**src/rtl/dr_pkg.sv**
```systemverilog
// Shared types for the dual-rail link.
// Assumes: nothing beyond IEEE 1800-2017 packages.
package dr_pkg;

    // Sender phase.
    typedef enum logic [1:0] {
        SND_IDLE   = 2'd0,
        SND_DRIVE  = 2'd1,
        SND_RETURN = 2'd2
    } snd_state_t;

    // Receiver phase: free to capture, or holding an acknowledged word.
    typedef enum logic {
        RCV_FREE = 1'b0,
        RCV_HELD = 1'b1
    } rcv_state_t;

endpackage

```
**src/rtl/dr_detect.sv**
```systemverilog
// Completion detector over W dual-rail pairs.
// Classifies each pair as spacer (00), data (01/10) or illegal (11).
// It then reduces the per-pair results to whole-word flags.
// Assumes: the inputs are already in the clock domain. Purely combinational.
module dr_detect #(
    parameter int W = 8
) (
    input  logic [W-1:0] rail_t,
    input  logic [W-1:0] rail_f,
    output logic         all_data,
    output logic         all_spacer,
    output logic         any_bad
);
    logic [W-1:0] pair_data;
    logic [W-1:0] pair_spacer;
    logic [W-1:0] pair_bad;

    // Per-pair code classification.
    for (genvar i = 0; i < W; i++) begin : g_pair
        assign pair_data[i]   = rail_t[i] ^ rail_f[i];
        assign pair_spacer[i] = ~(rail_t[i] | rail_f[i]);
        assign pair_bad[i]    = rail_t[i] & rail_f[i];
    end

    // Word-level reduction.
    always_comb begin
        all_data   = &pair_data;
        all_spacer = &pair_spacer;
        any_bad    = |pair_bad;
    end
endmodule

```
**src/rtl/dr_sender.sv**
```systemverilog
// Dual-rail four-phase sender.
// Takes a word from a valid/ready port and drives it encoded on the rails.
// When ack is seen, it returns all rails to spacer, then waits for ack to fall.
// Assumes: ack_i is synchronous to clk.
module dr_sender
    import dr_pkg::*;
#(
    parameter int W = 8
) (
    input  logic         clk,
    input  logic         rst_n,
    input  logic         in_valid,
    output logic         in_ready,
    input  logic [W-1:0] in_data,
    input  logic         ack_i,
    output logic [W-1:0] tx_t,
    output logic [W-1:0] tx_f
);
    snd_state_t state;

    // Ready only when idle and the previous handshake has fully closed.
    always_comb in_ready = (state == SND_IDLE) && !ack_i;

    // Phase sequencing and rail registers.
    always_ff @(posedge clk) begin
        if (!rst_n) begin
            state <= SND_IDLE;
            tx_t  <= '0;
            tx_f  <= '0;
        end else begin
            case (state)
                SND_IDLE: begin
                    if (in_valid && !ack_i) begin
                        tx_t  <= in_data;
                        tx_f  <= ~in_data;
                        state <= SND_DRIVE;
                    end
                end
                SND_DRIVE: begin
                    if (ack_i) begin
                        tx_t  <= '0;
                        tx_f  <= '0;
                        state <= SND_RETURN;
                    end
                end
                SND_RETURN: begin
                    if (!ack_i) state <= SND_IDLE;
                end
                default: state <= SND_IDLE;
            endcase
        end
    end

    // Accepted word appears encoded on the rails next cycle.
    p_accept_encode_r2: assert property (@(posedge clk) disable iff (!rst_n)
        (in_valid && in_ready) |=> (tx_t == $past(in_data) && tx_f == ~$past(in_data)));
    // Rails stay put while waiting for ack.
    p_drive_stable_r3: assert property (@(posedge clk) disable iff (!rst_n)
        (state == SND_DRIVE && !ack_i) |=> ($stable(tx_t) && $stable(tx_f)));
    // After ack is seen, all rails are spacer.
    p_spacer_after_ack_r6: assert property (@(posedge clk) disable iff (!rst_n)
        (state != SND_IDLE && ack_i) |=> (tx_t == '0 && tx_f == '0));
endmodule

```
**src/rtl/dr_receiver.sv**
```systemverilog
// Dual-rail four-phase receiver.
// Captures a word once completion shows every pair holding data, then raises ack.
// It drops ack after every pair has returned to spacer. Flags illegal codes stickily.
// Assumes: rails are stable within a clock period (the skew is in whole cycles).
module dr_receiver
    import dr_pkg::*;
#(
    parameter int W = 8
) (
    input  logic         clk,
    input  logic         rst_n,
    input  logic [W-1:0] rx_t,
    input  logic [W-1:0] rx_f,
    output logic         ack,
    output logic         out_valid,
    output logic [W-1:0] out_data,
    output logic         err
);
    rcv_state_t state;
    logic       all_data;
    logic       all_spacer;
    logic       any_bad;

    dr_detect #(.W(W)) u_detect (
        .rail_t     (rx_t),
        .rail_f     (rx_f),
        .all_data   (all_data),
        .all_spacer (all_spacer),
        .any_bad    (any_bad)
    );

    // Capture, acknowledge and release sequencing.
    always_ff @(posedge clk) begin
        if (!rst_n) begin
            state     <= RCV_FREE;
            ack       <= 1'b0;
            out_valid <= 1'b0;
            out_data  <= '0;
        end else begin
            out_valid <= 1'b0;
            case (state)
                RCV_FREE: begin
                    if (all_data) begin
                        out_data  <= rx_t;
                        out_valid <= 1'b1;
                        ack       <= 1'b1;
                        state     <= RCV_HELD;
                    end
                end
                RCV_HELD: begin
                    if (all_spacer) begin
                        ack   <= 1'b0;
                        state <= RCV_FREE;
                    end
                end
                default: state <= RCV_FREE;
            endcase
        end
    end

    // Sticky illegal-code flag.
    always_ff @(posedge clk) begin
        if (!rst_n)       err <= 1'b0;
        else if (any_bad) err <= 1'b1;
    end

    // Acknowledge rises only after a complete word.
    p_capture_complete_r4: assert property (@(posedge clk) disable iff (!rst_n)
        $rose(ack) |-> $past(all_data));
    // Output valid is a single-cycle pulse.
    p_valid_pulse_r5: assert property (@(posedge clk) disable iff (!rst_n)
        out_valid |=> !out_valid);
    // Acknowledge falls only after a full spacer.
    p_release_spacer_r7: assert property (@(posedge clk) disable iff (!rst_n)
        $fell(ack) |-> $past(all_spacer));
    // Error flag never clears outside reset.
    p_err_sticky_r9: assert property (@(posedge clk) disable iff (!rst_n)
        err |=> err);
endmodule

```
**src/rtl/dr_link.sv**
```systemverilog
// Dual-rail four-phase channel link: sender plus receiver.
// Rails leave on tx_* and return on rx_*, so that external wiring or skew can sit between them.
// Acknowledge is routed inside the block and is also visible on the ack port.
// Assumes: rx_* is a (possibly skewed) copy of tx_*, synchronous to clk.
module dr_link #(
    parameter int W = 8
) (
    input  logic         clk,
    input  logic         rst_n,
    input  logic         in_valid,
    output logic         in_ready,
    input  logic [W-1:0] in_data,
    output logic [W-1:0] tx_true,
    output logic [W-1:0] tx_false,
    input  logic [W-1:0] rx_true,
    input  logic [W-1:0] rx_false,
    output logic         ack,
    output logic         out_valid,
    output logic [W-1:0] out_data,
    output logic         err
);
    dr_sender #(.W(W)) u_snd (
        .clk      (clk),
        .rst_n    (rst_n),
        .in_valid (in_valid),
        .in_ready (in_ready),
        .in_data  (in_data),
        .ack_i    (ack),
        .tx_t     (tx_true),
        .tx_f     (tx_false)
    );

    dr_receiver #(.W(W)) u_rcv (
        .clk       (clk),
        .rst_n     (rst_n),
        .rx_t      (rx_true),
        .rx_f      (rx_false),
        .ack       (ack),
        .out_valid (out_valid),
        .out_data  (out_data),
        .err       (err)
    );

    // Ready and acknowledge are never high together.
    p_no_ready_during_ack_r8: assert property (@(posedge clk) disable iff (!rst_n)
        !(in_ready && ack));
endmodule

```
**config.mk**
```make
export PLATFORM = sky130hd
export DESIGN_NAME = dr_link
export DESIGN_NICKNAME = d
export VERILOG_FILES = /design/src/rtl/dr_pkg.sv /design/src/rtl/dr_detect.sv /design/src/rtl/dr_sender.sv /design/src/rtl/dr_receiver.sv /design/src/rtl/dr_link.sv
export SDC_FILE = /design/constraint.sdc
export NUM_CORES = 1
export LEC_CHECK = 0
export ABC_AREA = 1
export BUFFER_PORTS_ARGS = -buffer_cell sky130_fd_sc_hd__buf_2
export CAP_MARGIN = 10
export CORE_ASPECT_RATIO = 0.8
export CORE_MARGIN = 3
export CORE_UTILIZATION = 50
export CTS_BUF_LIST = sky130_fd_sc_hd__clkbuf_4 sky130_fd_sc_hd__clkbuf_8
export DETAILED_ROUTE_END_ITERATION = 16
export GPL_TIMING_DRIVEN = 0
export PLACE_DENSITY = 0.8
export REMOVE_ABC_BUFFERS = 1
export SYNTH_ARGS = -nofsm -noshare
export SYNTH_HDL_FRONTEND = slang
export SYNTH_SLANG_ARGS = --single-unit
```
**constraint.sdc**
```tcl
create_clock -name clk -period 3.7 [get_ports clk]
set_clock_uncertainty 0.2 [all_clocks]
set_input_delay 0.74 -clock clk [delete_from_list [all_inputs] [get_ports clk]]
set_output_delay 0.74 -clock clk [all_outputs]
set_load 0.1 [all_outputs]
```
# After elaboration in Yosys (flattened, before gate mapping)
# Index checks and enable logic that the tools add are counted.
dict set report op_classes {
  eq_ne 7
  n_mux 15
  bitwise_logic 35
  reduce_logical 13
}
# cell count
set op_table {}
lappend op_table {{$pmux 8 s2} 2}
lappend op_table {{$mux 8} 3}
lappend op_table {{$reduce_and 8->1} 2}
lappend op_table {{$not 1->1} 10}
lappend op_table {{$reduce_and 9->1} 1}
lappend op_table {{$and 1x1->1} 8}
lappend op_table {{$not 8->8} 1}
lappend op_table {{$or 1x1->1} 8}
lappend op_table {{$reduce_or 8->1} 1}
lappend op_table {{$xor 1x1->1} 8}
lappend op_table {{$mux 2} 3}
lappend op_table {{$ne 2x2->1 const B} 3}
lappend op_table {{$pmux 2 s3} 1}
lappend op_table {{$reduce_and 3->1} 2}
lappend op_table {{$mux 1} 4}
lappend op_table {{$ne 2x1->1 const B} 2}
lappend op_table {{$pmux 1 s2} 2}
lappend op_table {{$eq 2x1->1 const B} 1}
lappend op_table {{$eq 2x2->1 const B} 1}
lappend op_table {{$logic_and 1x1->1} 2}
lappend op_table {{$logic_not 2->1} 1}
lappend op_table {{$reduce_and 2->1} 1}
lappend op_table {{$reduce_bool 2->1} 1}
lappend op_table {{$reduce_or 2->1} 1}
lappend op_table {{$logic_not 1->1} 1}
dict set report word_totals {
  reg_bits 30
  input_bits 27
  out_inout_bits 28
}

# Longest topological paths before layout
# Gate-level depths: netlist of run 1.
dict set report logic_depth {
  word_depth 5
  mapped_depth 8
}

# Modules after synthesis
# A second synthesis of run 1 with hierarchy kept.
dict set report hier_totals {
  cells_unflattened 217
  area_unflattened_um2 1654.1
}
# module instances cells_each area_per_inst_um2
set modules_own_cells {}
lappend modules_own_cells {dr_sender 1 82 783.3}
lappend modules_own_cells {dr_receiver 1 66 471.7}
lappend modules_own_cells {dr_detect 1 69 399.1}

# Worst setup path after synthesis of run 1
# Ideal clock, no wire load.
dict set report synth_timing {
  path_kind {register to output}
  start {reg u_rcv.ack}
  end {out in_ready}
  arrival_time_ns 1.436
  setup_slack_ns 1.324
  stages_incl_launch_ff 3
  path_buffers 1
  cell_sequence {dfxtp_1 > nor3_4 > buf_6}
}
dict set report synth_between {
  elab_chain_cells 2
}
# element line_no
set synth_lines {}
lappend synth_lines {{start, declared} dr_receiver.sv:14} ;# output logic ack,
lappend synth_lines {{start signal, assigned} dr_receiver.sv:36} ;# ack <= 1'b0;
lappend synth_lines {{start signal, assigned} dr_receiver.sv:46} ;# ack <= 1'b1;
lappend synth_lines {{start signal, assigned} dr_receiver.sv:52} ;# ack <= 1'b0;
lappend synth_lines {{$logic_not 1->1} dr_sender.sv:22} ;# always_comb in_ready = (state == SND_IDLE) && !ack_i;
lappend synth_lines {{$logic_and 1x1->1} dr_sender.sv:22}
lappend synth_lines {{end, declared} dr_link.sv:11} ;# output logic in_ready,
# No other way between the ends.

# Final worst setup path of run 1
# Ends and elaborated chain as after synthesis.

==> results of run 1 <==
state kept, by name, indices dropped and copies added, names as in the netlist:
| register | flops |
|---|---|
| u_rcv.out_data | 8 |
| u_snd.tx_f | 8 |
| u_snd.tx_t | 8 |
| u_snd.state | 2 |
| u_rcv.ack | 1 |
| u_rcv.err | 1 |
| u_rcv.out_valid | 1 |
| u_rcv.state | 1 |
stage by stage:
step,area (um2),setup slack (ns),std cells,utilization,power (mW)
5_1_grt,1970,1.00,311,0.675,0.871
6_report,1970,1.07,311,0.675,0.829
3_5_place_dp,1870,1.38,303,0.642,0.562
3_3_place_gp,1870,1.36,303,0.642,0.560
4_1_cts,1970,1.07,311,0.675,0.837
2_1_floorplan,1550,0.903,211,-,0.514
logic make-up (layout without fill, tap and decap cells):
family	count (synthesis)	in the layout	share of synthesized area
buf+inv	51	107	0.139
simple gates	105	105	0.316
compound gates	15	15	0.0467
fa+ha+maj	16	16	0.125
flops	30	30	0.374
cell type report:
class | count | share of cell area
inverter | 45 | 0.0859
tap | 38 | 0.0242
clock buffer | 7 | 0.0458
clock inverter | 1 | 0.00255
timing repair buffer | 54 | 0.137
multi-input combinational | 136 | 0.398
sequential | 30 | 0.306
routing by layer:
layer	GRT usage	up-vias
li1	-	788
met1	0.240	637
met2	0.274	37
met3	0.0447	7
met4	0.0752	0
met5	0	-
worst max-delay path: cells and delay by family, from the launching register on:
| kind | cells | cell delay, ns |
|---|---|---|
| buf+inv | 1 | 0.52 |
| simple gates | 1 | 0.49 |
| flops | 1 | 0.40 |
synthesized netlist by cell type, drive strengths merged:
cell     n  area, um2
nand4    8       50.1
buf      5       50.0
dfxtp   30        601
inv     43        161
clkbuf   1       3.75
nand2   40        153
clkinv   2       7.51
nor2    23        106
nand3   32        178
a21oi   15       75.1
ha      16        200
nor3     2       21.3
final timing paths:
kind,cells past startpoint,slack [ns],end
worst max register to register,3,2.19,u_snd.tx_t[4]$_SDFFE_PN0P_
worst min-delay path,2,0.28,u_snd.tx_t[2]$_SDFFE_PN0P_
worst min register to register,2,0.28,u_snd.tx_t[2]$_SDFFE_PN0P_
worst max-delay path,2,1.07,in_ready
power by group:
group	leakage (nW)	switching [mW]	internal, mW
sequential	0.245	0.00731	0.337
clock	0.0517	0.117	0.157
combinational	0.774	0.166	0.0442
total	1.07	0.290	0.539
==> impl_summary.txt, run 1 <==
----------------------------------------------------
[Outcome]
  Run status ... finished, final reports clean

[Drt]
  Drt total wl ... 3.38 mm
  Met3 routed WL ... 200 um
  Length of routed met2 wiring ... 1.50 mm
  Via density per instance ... 4.72
  Drt drc ... 0
  Starting DRT DRC Count ... 111
  Top routing layer used ... met4
  Mean routed wirelength per cell ... 10.9 um
  Routed vias ... 1,469
  Routed metal-1 wirelength ... 1.62 mm
  Number of routed nets with antenna violations ... 0
  First drt pass iteration count ... 4

[Clocking]
  Number of gates resized after CTS ... 0
  Total clock buffers created by CTS ... 5
  Register clock-pin slew on the reported worst setup and hold paths ... 0.06 ns
  Clock root buffer ... sky130_fd_sc_hd__clkbuf_8
  TritonCTS clock tree ... done
  Count of H-tree levels built during CTS ... 2
  Hold buffers post-CTS ... 0
  Maximum clock path buffer count ... 2
  Number of setup buffers added after CTS ... 0
  Later-pin clock latency in the skew report ... 0.28 ns
  # clock sinks ... 30

[Placed design]
  Port-buffer cells ... 54
  Routability congestion estimate from global placement ... 0.794
  Estimated wirelength of the detail-placed design ... 2.56 mm

[Floorplan]
  Die extent in x ... 69.4 um
  Die Y-Extent ... 56.7 um
  Core area ... 2910 um2
  Number of top-level pins ... 55
  Rows ... 17
  Die outline area ... 3930 um2
  Starting Density ... 0.551

[Logic synthesis]
  Portion of the post-synthesis area used by sequential elements ... 0.374
  Post-synthesis average cell area ... 7.40 um2
  Number of different library cells in the post-synthesis netlist ... 20
  Number of instances in the synthesized netlist ... 217
  Synth Warn # ... 0
  Number of flip-flops and latches in the synthesized netlist ... 30
  Synthesized cell area ... 1610 um2

[STA]
  RSZ-0062 raised after global routing ... no
  Final Max Tran Viols ... 0
  Hold slack final ... 0.280 ns
  Setup-violating endpoint count in the final report ... 0
  Endpoints failing hold ... 0
  Sum Neg Setup Slack ... 0 ns
  Shortest clock period the worst path allows after layout ... 2.63 ns
  Slew of the pin with the lowest slew margin ... 0.492 ns
  Worst slew margin relative to its limit ... 0.670
  Part of the cycle the worst path needs ... 0.711
  Max Clock Freq ... 0.380 GHz

[Finish]
  Layout cells sized above 1 ... 0.264
  Area of combinational cells with multiple inputs ... 783 um2
  Commonest cells after routing, fill and taps aside ... 54 x sky130_fd_sc_hd__buf_2, 41 x sky130_fd_sc_hd__inv_1, 39 x sky130_fd_sc_hd__nand2_1, 30 x sky130_fd_sc_hd__nand3_1, 30 x sky130_fd_sc_hd__dfxtp_1
  Most frequent standard cell in the layout excluding fill and tap cells ... sky130_fd_sc_hd__buf_2
  Register area ... 601 um2
  NumNets Final ... 315
  Area growth syn-to-layout ... 22.4%
  Fillers ... 278
  N_diodes ... 0

[Global routing]
  Via count of the first global-routing pass ... 1,321
  Overall overflow remaining after global route ... 0
  Total global routing track utilization ... 0.180
  Global-route wire length before repair ... 5.72 mm
  Largest net degree at the start of global routing ... 18
  Number of antenna violations at the first check in global routing ... 0

[Critical path]
  Critical register-to-register path startpoint ... u_rcv.ack$_SDFFE_PN0P_
  Maximum fanout count along the critical path ... 14
  CP endpoint kind ... output port
  Ordered list of cells on the worst path ... nor3_4 > buf_2
  Worst Path Class, Setup ... reg -> out
  Cell with the largest stage delay on the worst path ... sky130_fd_sc_hd__buf_2
  CP startpoint ... u_rcv.ack$_SDFFE_PN0P_
  Critical path arrival ... 1.69 ns
  Startpoint class of the critical path ... register
  CP Data Required Time ... 2.76 ns
  Stage delay of the slowest cell on the critical path ... 0.52 ns

[Power]
  P_leak ... 1.07 nW
  Peak supply drop ... 0.310 mV
  Power per unit of standard cell area ... 422 nW/um2

[Job]
  Max-cap check violation count ... 0

[Min path]
  Hold crit path type ... reg -> reg
  Source of the worst hold timing path ... u_snd.tx_t[2]$_SDFFE_PN0P_

----------------------------------------------------
(Power assumes the default switching activity.)
==> run 2: changes to the inputs <==
--- a/config.mk
+++ b/config.mk
@@ -10,11 +10,11 @@
 export CAP_MARGIN = 10
 export CORE_ASPECT_RATIO = 0.8
 export CORE_MARGIN = 3
-export CORE_UTILIZATION = 50
+export CORE_UTILIZATION = 47
 export CTS_BUF_LIST = sky130_fd_sc_hd__clkbuf_4 sky130_fd_sc_hd__clkbuf_8
 export DETAILED_ROUTE_END_ITERATION = 16
 export GPL_TIMING_DRIVEN = 0
-export PLACE_DENSITY = 0.8
+export PLACE_DENSITY = 0.79
 export REMOVE_ABC_BUFFERS = 1
 export SYNTH_ARGS = -nofsm -noshare
 export SYNTH_HDL_FRONTEND = slang
==> constraint.sdc (replaced) <==
create_clock -name clk -period 2.1 [get_ports clk]
set_clock_uncertainty 0.2 [all_clocks]
set_input_delay 0.42 -clock clk [delete_from_list [all_inputs] [get_ports clk]]
set_output_delay 0.42 -clock clk [all_outputs]
set_load 0.1 [all_outputs]
==> run 2 against run 1 <==
- hold slack worse by 0.064 ns
- register-to-register slack worse by 1.6 ns
- first-iteration DRC count is 11% lower
- die area is 5.8% higher
- global-route usage is 1.5 points lower
- count of clock-buffer cells in the layout stayed put
- non-clock buffer count is 4 higher
- cell count is 1.9% higher
- combinational power is 81% higher
- critical path type unchanged
==> impl_summary.txt, run 2 (same netlist as run 1, synthesis figures left out) <==
----------------------------------------------------
[Outcome]
  Run status ... finished, final reports clean (unchanged)

[Critical path]
  CP Data Required Time ... 1.48 ns (was 2.76 ns)
  Maximum fanout count along the critical path ... 7 (was 14)
  Worst Path Class, Setup ... reg -> out (unchanged)
  CP endpoint kind ... output port (unchanged)
  Startpoint class of the critical path ... register (unchanged)
  Critical path arrival ... 1.39 ns (was 1.69 ns)

[Finish]
  Commonest cells after routing, fill and taps aside ... 53 x sky130_fd_sc_hd__buf_2, 41 x sky130_fd_sc_hd__inv_1, 39 x sky130_fd_sc_hd__nand2_1, 30 x sky130_fd_sc_hd__nand3_1, 30 x sky130_fd_sc_hd__dfxtp_1 (was 54 x sky130_fd_sc_hd__buf_2, 41 x sky130_fd_sc_hd__inv_1, 39 x sky130_fd_sc_hd__nand2_1, 30 x sky130_fd_sc_hd__nand3_1, 30 x sky130_fd_sc_hd__dfxtp_1)
  Layout cells sized above 1 ... 0.274 (was 0.264)
  Area growth syn-to-layout ... 24.5% (was 22.4%)
  N_diodes ... 0 (unchanged)
  Most frequent standard cell in the layout excluding fill and tap cells ... sky130_fd_sc_hd__buf_2 (unchanged)
  Area of combinational cells with multiple inputs ... 783 um2 (unchanged)
  Fillers ... 296 (was 278)
  NumNets Final ... 319 (was 315)
  Register area ... 601 um2 (unchanged)
  Regs by FF count ... u_rcv.out_data x8, u_snd.tx_f x8, u_snd.tx_t x8 (unchanged)

[STA]
  Sum Neg Setup Slack ... 0 ns (unchanged)
  Setup slack after layout ... 0.0921 ns (was 1.07 ns)
  Shortest clock period the worst path allows after layout ... 2.01 ns
  Endpoints failing hold ... 0 (unchanged)
  Slew of the pin with the lowest slew margin ... 0.520 ns (was 0.492 ns)
  Setup-violating endpoint count in the final report ... 0 (unchanged)
  Worst slew margin relative to its limit ... 0.651 (was 0.670)
  Hold slack final ... 0.217 ns (was 0.280 ns)
  Part of the cycle the worst path needs ... 0.956
  Final Max Tran Viols ... 0 (unchanged)
  RSZ-0062 raised after global routing ... no (unchanged)
  Max Clock Freq ... 0.498 GHz

[Floorplan]
  Starting Density ... 0.506 (was 0.551)
  Die outline area ... 4160 um2 (was 3930 um2)
  Core area ... 3180 um2 (was 2910 um2)
  Die Y-Extent ... 58.3 um (was 56.7 um)
  Number of top-level pins ... 55 (unchanged)
  Die extent in x ... 71.4 um (was 69.4 um)
  Rows ... 18 (was 17)

[Clocking]
  Total clock buffers created by CTS ... 5 (unchanged)
  Count of H-tree levels built during CTS ... 2 (unchanged)
  Clock root buffer ... sky130_fd_sc_hd__clkbuf_8 (unchanged)
  Hold buffers post-CTS ... 0 (unchanged)
  TritonCTS clock tree ... done (unchanged)
  Register clock-pin slew on the reported worst setup and hold paths ... 0.06 ns (about the same)
  # clock sinks ... 30 (unchanged)
  Later-pin clock latency in the skew report ... 0.28 ns (about the same)
  Maximum clock path buffer count ... 2 (unchanged)

[Placed design]
  Routability congestion estimate from global placement ... 0.757 (was 0.794)
  Estimated wirelength of the detail-placed design ... 2.57 mm (was 2.56 mm)
  Setup WS pre-CTS ... 0.111 ns (was 1.38 ns)
  Port-buffer cells ... 54 (unchanged)

[Power]
  Peak supply drop ... 0.586 mV (was 0.310 mV)
  P_leak ... 1.09 nW (was 1.07 nW)
  Power per unit of standard cell area ... 738 nW/um2 (was 422 nW/um2)

[Global routing]
  Largest net degree at the start of global routing ... 18 (unchanged)
  Via count of the first global-routing pass ... 1,267 (was 1,321)
  Total global routing track utilization ... 0.165 (was 0.180)
  Number of antenna violations at the first check in global routing ... 0 (unchanged)
  Overall overflow remaining after global route ... 0 (unchanged)
  Global-route wire length before repair ... 5.46 mm (was 5.72 mm)

[Drt]
  Drt total wl ... 3.38 mm (about the same)
  Starting DRT DRC Count ... 99 (was 111)
  Number of routed nets with antenna violations ... 0 (unchanged)
  Drt drc ... 0 (unchanged)
  First drt pass iteration count ... 4 (unchanged)
  Via density per instance ... 4.73 (was 4.72)
  Routed vias ... 1,498 (was 1,469)
  Mean routed wirelength per cell ... 10.7 um (was 10.9 um)

[Job]
  Max-cap check violation count ... 0 (unchanged)

[Min path]
  Hold crit path type ... in -> reg (was reg -> reg)

----------------------------------------------------
==> run 2: routing by layer <==
metal | vias to the layer above | GRT usage | routed length (um)
li1 | 796 | - | -
met2 | 29 | 0.250 | 1520
met5 | - | 0 | 0
met4 | 0 | 0.0697 | 68
met1 | 664 | 0.218 | 1630
met3 | 9 | 0.0512 | 167
==> run 2: worst paths after layout <==
kind	from	end	slack, ns	cells past startpoint
setup / recovery	u_rcv.ack$_SDFFE_PN0P_	in_ready	0.09	2
setup reg to reg	u_rcv.ack$_SDFFE_PN0P_	u_snd.tx_t[6]$_SDFFE_PN0P_	0.60	4
hold reg to reg	u_snd.tx_t[7]$_SDFFE_PN0P_	u_snd.tx_t[7]$_SDFFE_PN0P_	0.28	2
hold / removal	in_data[7]	u_snd.tx_t[7]$_SDFFE_PN0P_	0.22	3
==> run 2: through the flow <==
stage                     instance area, um2  std cells  power [mW]   util
final                                   2000        317        1.48  0.630
after global placement                  1870        305       0.987  0.590
after floorplan                         1550        211       0.906      -
after CTS                               1970        313        1.48  0.621
after detailed placement                1870        305       0.990  0.590
after global routing                    2000        317        1.55  0.630
==> run 2: layout make-up <==
class                           count  area share
Multi-Input combinational cell    136       0.391
Sequential cell                    30       0.300
Timing Repair Buffer               58       0.151
Inverter                           45      0.0844
Clock buffer                        7      0.0450
Tap cell                           40      0.0250
Clock inverter                      1     0.00250
==> run 2: worst max-delay path, cell delays in order (launching register included) <==
cell,delay (ns)
sky130_fd_sc_hd__dfxtp_1,0.40
sky130_fd_sc_hd__nor3_4,0.36
sky130_fd_sc_hd__buf_4,0.36
==> run 2: what timing repair did <==
| action | CTS | global route |
|---|---|---|
| endpoints found under the setup margin | 1 | 1 |
| setup buffers | 0 | 4 |
| pin swaps | 1 | 1 |
| resized for setup | 1 | 0 |
==> run 2: where the power goes <==
| part | internal [mW] | leakage (nW) | total (mW) | switching (mW) |
|---|---|---|---|---|
| Clock | 0.277 | 0.0517 | 0.488 | 0.211 |
| Sequential | 0.594 | 0.245 | 0.607 | 0.0126 |
| Combinational | 0.0866 | 0.794 | 0.381 | 0.294 |
